[src/rtl/dbg_trig_pkg.sv]
// Shared constants and helpers for the debug trigger unit.
// Assumes the fixed ten-trigger, five-pair arrangement.
package dbg_trig_pkg;
    localparam int NUM_PAIRS = 5;
    localparam int NUM_TRIG  = 2 * NUM_PAIRS;
    localparam int IDX_W     = $clog2(NUM_TRIG);

    typedef enum logic [1:0] {
        KIND_FETCH = 2'd0,
        KIND_LOAD  = 2'd1,
        KIND_STORE = 2'd2
    } ev_kind_e;

    localparam logic [1:0] MT_EQ   = 2'd0;
    localparam logic [1:0] MT_RSVD = 2'd1;
    localparam logic [1:0] MT_GE   = 2'd2;
    localparam logic [1:0] MT_LT   = 2'd3;

    // Event kind watched by trigger t (pairs: F/F, S/S, L/L, F/S, F/L).
    function automatic ev_kind_e kind_of(input int t);
        case (t)
            0, 1, 6, 8: kind_of = KIND_FETCH;
            2, 3, 7:    kind_of = KIND_STORE;
            default:    kind_of = KIND_LOAD;
        endcase
    endfunction
endpackage

[src/rtl/dbg_trig_cfg_bank.sv]
// Configuration storage for all triggers.
// Holds per-trigger mode, select, timing, action, compare value and an
// armed flag, plus one link bit per pair taken from the even member.
// Assumes writes with an index outside the trigger range are dropped.
module dbg_trig_cfg_bank
    import dbg_trig_pkg::*;
#(
    parameter int CMP_W = 64
) (
    input  logic                         clk,
    input  logic                         rst_n,
    input  logic                         wr_en,
    input  logic [IDX_W-1:0]             wr_idx,
    input  logic [1:0]                   wr_mtype,
    input  logic                         wr_sel,
    input  logic                         wr_timing,
    input  logic                         wr_action,
    input  logic                         wr_chain,
    input  logic [CMP_W-1:0]             wr_value,
    output logic [NUM_TRIG-1:0]          armed,
    output logic [NUM_TRIG-1:0][1:0]     mtype,
    output logic [NUM_TRIG-1:0]          sel,
    output logic [NUM_TRIG-1:0]          timing,
    output logic [NUM_TRIG-1:0]          action,
    output logic [NUM_TRIG-1:0][CMP_W-1:0] value,
    output logic [NUM_PAIRS-1:0]         chain
);
    for (genvar t = 0; t < NUM_TRIG; t++) begin : g_trig
        // Capture one trigger's record on a matching write.
        always_ff @(posedge clk) begin
            if (!rst_n) begin
                armed[t]  <= 1'b0;
                mtype[t]  <= MT_RSVD;
                sel[t]    <= 1'b0;
                timing[t] <= 1'b0;
                action[t] <= 1'b0;
                value[t]  <= '0;
            end else if (wr_en && wr_idx == IDX_W'(t)) begin
                armed[t]  <= 1'b1;
                mtype[t]  <= wr_mtype;
                sel[t]    <= wr_sel;
                timing[t] <= wr_timing;
                action[t] <= wr_action;
                value[t]  <= wr_value;
            end
        end
    end

    for (genvar p = 0; p < NUM_PAIRS; p++) begin : g_pair
        // Capture the pair link bit from writes to the even member.
        always_ff @(posedge clk) begin
            if (!rst_n) begin
                chain[p] <= 1'b0;
            end else if (wr_en && wr_idx == IDX_W'(2 * p)) begin
                chain[p] <= wr_chain;
            end
        end
    end
endmodule

[src/rtl/dbg_trig_cmp.sv]
// Single-trigger comparator.
// Picks address or data as the operand and applies the comparison mode.
// Assumes the caller routes the event stream that matches this trigger's kind.
module dbg_trig_cmp
    import dbg_trig_pkg::*;
#(
    parameter int CMP_W   = 64,
    parameter bit DATA_OK = 1'b0
) (
    input  logic             armed,
    input  logic             ev_valid,
    input  logic [CMP_W-1:0] ev_addr,
    input  logic [CMP_W-1:0] ev_data,
    input  logic             sel,
    input  logic [1:0]       mtype,
    input  logic [CMP_W-1:0] value,
    output logic             match
);
    logic             use_data;
    logic [CMP_W-1:0] operand;
    logic             cmp_ok;

    assign use_data = DATA_OK && sel;
    assign operand  = use_data ? ev_data : ev_addr;

    // Evaluate the selected comparison mode.
    always_comb begin
        case (mtype)
            MT_EQ:   cmp_ok = (operand == value);
            MT_GE:   cmp_ok = (operand >= value);
            MT_LT:   cmp_ok = (operand <  value);
            default: cmp_ok = 1'b0;
        endcase
    end

    assign match = armed && ev_valid && cmp_ok;
endmodule

[src/rtl/dbg_trig_pair.sv]
// Pair resolution: applies linking and the timing-agreement rule.
// Assumes LINK_OK is cleared for pairs that may never be linked.
module dbg_trig_pair #(
    parameter bit LINK_OK = 1'b1
) (
    input  logic match_lo,
    input  logic match_hi,
    input  logic chain,
    input  logic timing_lo,
    input  logic timing_hi,
    output logic fire_lo,
    output logic fire_hi
);
    logic linked;
    logic both_ok;

    assign linked  = LINK_OK && chain;
    assign both_ok = match_lo && match_hi && (timing_lo == timing_hi);

    // Pick joint or independent firing.
    always_comb begin
        if (linked) begin
            fire_lo = both_ok;
            fire_hi = both_ok;
        end else begin
            fire_lo = match_lo;
            fire_hi = match_hi;
        end
    end
endmodule

[src/rtl/dbg_trig_unit.sv]
// Top of the debug trigger unit.
// Routes events to comparators by fixed trigger kind, resolves pairs and
// keeps sticky hit state until a synchronous clear.
// Assumes event inputs are stable around the clock edge.
module dbg_trig_unit
    import dbg_trig_pkg::*;
#(
    parameter int CMP_W = 64
) (
    input  logic                clk,
    input  logic                rst_n,
    input  logic                cfg_wr_en,
    input  logic [IDX_W-1:0]    cfg_wr_idx,
    input  logic [1:0]          cfg_mtype,
    input  logic                cfg_sel,
    input  logic                cfg_timing,
    input  logic                cfg_action,
    input  logic                cfg_chain,
    input  logic [CMP_W-1:0]    cfg_value,
    input  logic                fetch_valid,
    input  logic [CMP_W-1:0]    fetch_pc,
    input  logic                load_valid,
    input  logic [CMP_W-1:0]    load_addr,
    input  logic                store_valid,
    input  logic [CMP_W-1:0]    store_addr,
    input  logic [CMP_W-1:0]    store_data,
    input  logic                hit_clear,
    output logic [NUM_TRIG-1:0] fire_vec,
    output logic                hit_any,
    output logic                hit_before,
    output logic                hit_after,
    output logic                hit_action
);
    logic [NUM_TRIG-1:0]            armed, sel, timing, action;
    logic [NUM_TRIG-1:0][1:0]       mtype;
    logic [NUM_TRIG-1:0][CMP_W-1:0] value;
    logic [NUM_PAIRS-1:0]           chain;
    logic [NUM_TRIG-1:0]            match, fire_now;
    logic [NUM_TRIG-1:0]            fire_q;
    logic                           before_q, after_q, action_q;

    dbg_trig_cfg_bank #(.CMP_W(CMP_W)) u_cfg (
        .clk       (clk),
        .rst_n     (rst_n),
        .wr_en     (cfg_wr_en),
        .wr_idx    (cfg_wr_idx),
        .wr_mtype  (cfg_mtype),
        .wr_sel    (cfg_sel),
        .wr_timing (cfg_timing),
        .wr_action (cfg_action),
        .wr_chain  (cfg_chain),
        .wr_value  (cfg_value),
        .armed     (armed),
        .mtype     (mtype),
        .sel       (sel),
        .timing    (timing),
        .action    (action),
        .value     (value),
        .chain     (chain)
    );

    for (genvar t = 0; t < NUM_TRIG; t++) begin : g_cmp
        localparam ev_kind_e KIND = kind_of(t);
        logic             v_sel;
        logic [CMP_W-1:0] a_sel;
        logic [CMP_W-1:0] d_sel;
        if (KIND == KIND_FETCH) begin : g_f
            assign v_sel = fetch_valid;
            assign a_sel = fetch_pc;
            assign d_sel = fetch_pc;
        end else if (KIND == KIND_LOAD) begin : g_l
            assign v_sel = load_valid;
            assign a_sel = load_addr;
            assign d_sel = load_addr;
        end else begin : g_s
            assign v_sel = store_valid;
            assign a_sel = store_addr;
            assign d_sel = store_data;
        end
        dbg_trig_cmp #(
            .CMP_W   (CMP_W),
            .DATA_OK (KIND == KIND_STORE)
        ) u_cmp (
            .armed    (armed[t]),
            .ev_valid (v_sel),
            .ev_addr  (a_sel),
            .ev_data  (d_sel),
            .sel      (sel[t]),
            .mtype    (mtype[t]),
            .value    (value[t]),
            .match    (match[t])
        );
    end

    for (genvar p = 0; p < NUM_PAIRS; p++) begin : g_pair
        dbg_trig_pair #(.LINK_OK(kind_of(2*p) != KIND_STORE || kind_of(2*p+1) != KIND_STORE)) u_pair (
            .match_lo  (match[2*p]),
            .match_hi  (match[2*p+1]),
            .chain     (chain[p]),
            .timing_lo (timing[2*p]),
            .timing_hi (timing[2*p+1]),
            .fire_lo   (fire_now[2*p]),
            .fire_hi   (fire_now[2*p+1])
        );
    end

    // Accumulate fire state and trap flags; clear wins over new fires.
    always_ff @(posedge clk) begin
        if (!rst_n || hit_clear) begin
            fire_q   <= '0;
            before_q <= 1'b0;
            after_q  <= 1'b0;
            action_q <= 1'b0;
        end else begin
            fire_q   <= fire_q | fire_now;
            before_q <= before_q | (|(fire_now & ~timing));
            after_q  <= after_q  | (|(fire_now & timing));
            action_q <= action_q | (|(fire_now & action));
        end
    end

    assign fire_vec   = fire_q;
    assign hit_any    = |fire_q;
    assign hit_before = before_q;
    assign hit_after  = after_q;
    assign hit_action = action_q;
endmodule

[config.mk]
export PLATFORM = sky130hd
export DESIGN_NAME = dbg_trig_unit
export DESIGN_NICKNAME = d
export VERILOG_FILES = /design/src/rtl/dbg_trig_pkg.sv /design/src/rtl/dbg_trig_cfg_bank.sv /design/src/rtl/dbg_trig_cmp.sv /design/src/rtl/dbg_trig_pair.sv /design/src/rtl/dbg_trig_unit.sv
export SDC_FILE = /design/constraint.sdc
export NUM_CORES = 2
export LEC_CHECK = 0
export ABC_AREA = 0
export BUFFER_PORTS_ARGS = -buffer_cell sky130_fd_sc_hd__buf_2
export CAP_MARGIN = 5
export CELL_PAD_IN_SITES_DETAIL_PLACEMENT = 0
export CELL_PAD_IN_SITES_GLOBAL_PLACEMENT = 1
export CORE_UTILIZATION = 47
export CTS_BUF_LIST = sky130_fd_sc_hd__clkbuf_8 sky130_fd_sc_hd__clkbuf_16
export DETAILED_ROUTE_END_ITERATION = 12
export PLACE_DENSITY_LB_ADDON = 0.08
export REMOVE_ABC_BUFFERS = 1
export SETUP_SLACK_MARGIN = 0.15
export SLEW_MARGIN = 20
export SYNTH_ARGS = -nofsm -noshare
export SYNTH_HDL_FRONTEND = slang
export SYNTH_HIERARCHICAL = 1
export SYNTH_SLANG_ARGS = --single-unit
[constraint.sdc]
create_clock -name clk -period 5.1 [get_ports clk]
set_input_delay 0 -clock clk [delete_from_list [all_inputs] [get_ports clk]]
set_output_delay 0 -clock clk [all_outputs]
set_load 0.005 [all_outputs]
==> flow_summary.ini <==
[run_status]
status = complete, but fails checks
failing_checks = hold timing

[global_route]
grt.met3_usage_pct = 5.490
number_of_global_route_vias_before_repair = 34060
global_route_wire_length_before_repair_mm = 203.0
grt_util_met1_pct = 36.07
grt_util_all_layers_pct = 27.85
grt_start_max_net_pins = 120
grt-busiest-layer = met2
overflow = 0
groute.layer.met2.usage_pct = 45.97
antenna_found_initial = 36

[worst_setup_path]
critical-path-top-delay-family = compound AO/OA/AOI/OAI gates
crit_chain = buf_4, mux2_2, ha_1, a21oi_1, o21ai_0, a221oi_1, o2bb2ai_1, a211oi_2, mux2i_1, nand2_1, nand2_1, o22ai_1, a22o_1, a211oi_1, a31oi_1
crit_path_top_delay_cell = sky130_fd_sc_hd__dfxtp_4
criticalPathCategory = flop to flop
worst_setup_sp_type = flop
required_ns = 5.62
worstSetupEndpointType = flop
arrival_time_at_the_worst_endpoint_ns = 4.84
critical_path.max_fanout = 44
critical_path.n_buffers_inverters = 1
critical-path-max-stage-delay_ns = 0.81
critPathMostFrequentCell = sky130_fd_sc_hd__nand2_1

[cts]
clock_tree_from_tritoncts = done
clock_insertion_delay_worst_skew_ns = 0.67
h-tree-depth = 3
cts.clk_slew.worst_paths_ns = 0.06
cts_buffer_depth = 3
post_cts.resized_instances = 0
cts.sink_count = 710
root_buffer = sky130_fd_sc_hd__clkbuf_16
cts_hold_buffers = 55
numCtsBuffers = 85
setup_fix_buffers_added_after_clock_tree_synthesis = 0

[pwr]
switching_power_as_a_share_of_total_power_pct = 26.76
combinationalPowerShare_pct = 12.5
static_leakage_nw = 21.90
irDropWorstVdd_mv = 0.2387
p_switching_mw = 3.565
tot_pwr_mw = 13.32
seqPwrFrac_pct = 42.5
pwr_density_cell_nw_per_um2 = 262.1
power_report.internal_total_mw = 9.756
clockPowerShare_pct = 45.0

[floorplanning]
fp.dieArea_sq_um = 96200
coreArea_sq_um = 93750
floorplan.initialDensity_pct = 47.61
die_width_um = 310.2
std_cell_rows = 112
die_y_um = 310.2
io_pins = 351

[route]
route.detailed.drc = 0
detailedRoute.firstPassIterationCount = 7
viasPerCell = 5.277
wl_per_cell_um = 20.21
routed-via-count = 35210
wl_mm = 134.9
antenna_violating_nets_post_route = 0
first_iter_violations = 1907

[placed_design]
dp_hpwl_mm = 102.3
gp_congestion = 0.8962
place.port_buffers = 350

[final_layout]
layout.cells.most_common = sky130_fd_sc_hd__nand2_1
seqCellArea_sq_um = 14220
multiInputGateArea_sq_um = 27090
leading_cell_types_in_the_layout_fill_and_taps_excluded = sky130_fd_sc_hd__nand2_1, sky130_fd_sc_hd__dfxtp_1, sky130_fd_sc_hd__inv_1
layout-drive-gt1-share_pct = 15.27
fillers = 8810
fin_nets = 6318
area.growth.synth_to_final_pct = 13.88

[sta]
max_slew.worst_pin.slew_ns = 1.286
setup_violations = 0
timing.fmax_mhz = 231.6
final_period_minus_worst_setup_slack_ns = 4.317
max_slew_margin_pct = 13.46
setup_repair_after_global_routing_missed_its_margin = false
timing.setup.tns_ns = 0
final.period_utilization_pct = 84.65
timing.final.max_slew_violations = 0
hold-worst-slack_ns = -0.001484
clock-skew-final_ns = 0.01609
report.final.hold_viol_count = 1

[logic_synthesis]
synth-warning-count = 6
post_synth_inst_count = 5002
syn_area_per_cell_sq_um = 8.923
synthesized_area_sq_um = 44630

[run]
max_cap_viol_count = 0

[min_path]
holdCritPathClass = input port to flop
layer usage:
layer	wire [um]	part of all wire (%)
met1	61370	46
met2	61980	46
met3	6837	5.1
met4	4371	3.2
met5	285	0.21
stage by stage:
stage          instances  worst slack [ns]  cell area [sq um]  utilization (%)
4_1_cts             6656            0.7577              50790            54.17
5_1_grt             6668            0.4699              50820            54.21
3_3_place_gp        6452            0.7844              47530            50.69
2_1_floorplan       4815           -0.7425              43740                -
6_report            6671            0.7826              50830            54.22
3_5_place_dp        6452            0.7703              47530            50.69
final timing paths:
| check | slack (ns) | startpoint | end | cells past startpoint |
|---|---|---|---|---|
| worst max-delay path | 0.78 | u_cfg/sel[7] | hit_after | 15 |
| worst min-delay path | -0.001 | cfg_value[59] | u_cfg/value[315] | 3 |
| worst max register to register | 0.78 | u_cfg/sel[7] | hit_after | 15 |
| worst min register to register | 0.45 | u_cfg/value[436] | u_cfg/value[436] | 2 |
sequential cells by signal, indices dropped and copies added (netlist names):
register and count:
fire_vec 10, hit_action 1, hit_after 1, hit_before 1, u_cfg/action 10, u_cfg/armed 10
u_cfg/chain 4, u_cfg/mtype 20, u_cfg/sel 3, u_cfg/timing 10, u_cfg/value 640
area by class of cell:
class	count	area share (%)
Antenna cell	14	0.06892
Clock buffer	102	4.711
Clock inverter	47	0.6203
Inverter	668	4.933
Multi-Input combinational cell	3437	53.29
Sequential cell	710	27.98
Tap cell	1254	3.087
Timing Repair Buffer	439	5.302
worst min-delay path, delay by kind of cell:
kind          cells  cell delay [ns]
buf+inv           1             0.08
mux               1             0.23
simple gates      1             0.30
power groups by stage:
stage | combinational (mW) | sequential [mW] | clock, mW
2_1_floorplan | 0.946 | 5.77 | 0
3_3_place_gp | 1.62 | 5.78 | 0
3_5_place_dp | 1.64 | 5.78 | 0
4_1_cts | 1.68 | 5.66 | 6.13
5_1_grt | 1.87 | 5.67 | 6.35
6_report | 1.67 | 5.66 | 5.99
(Power assumes the default switching activity.)
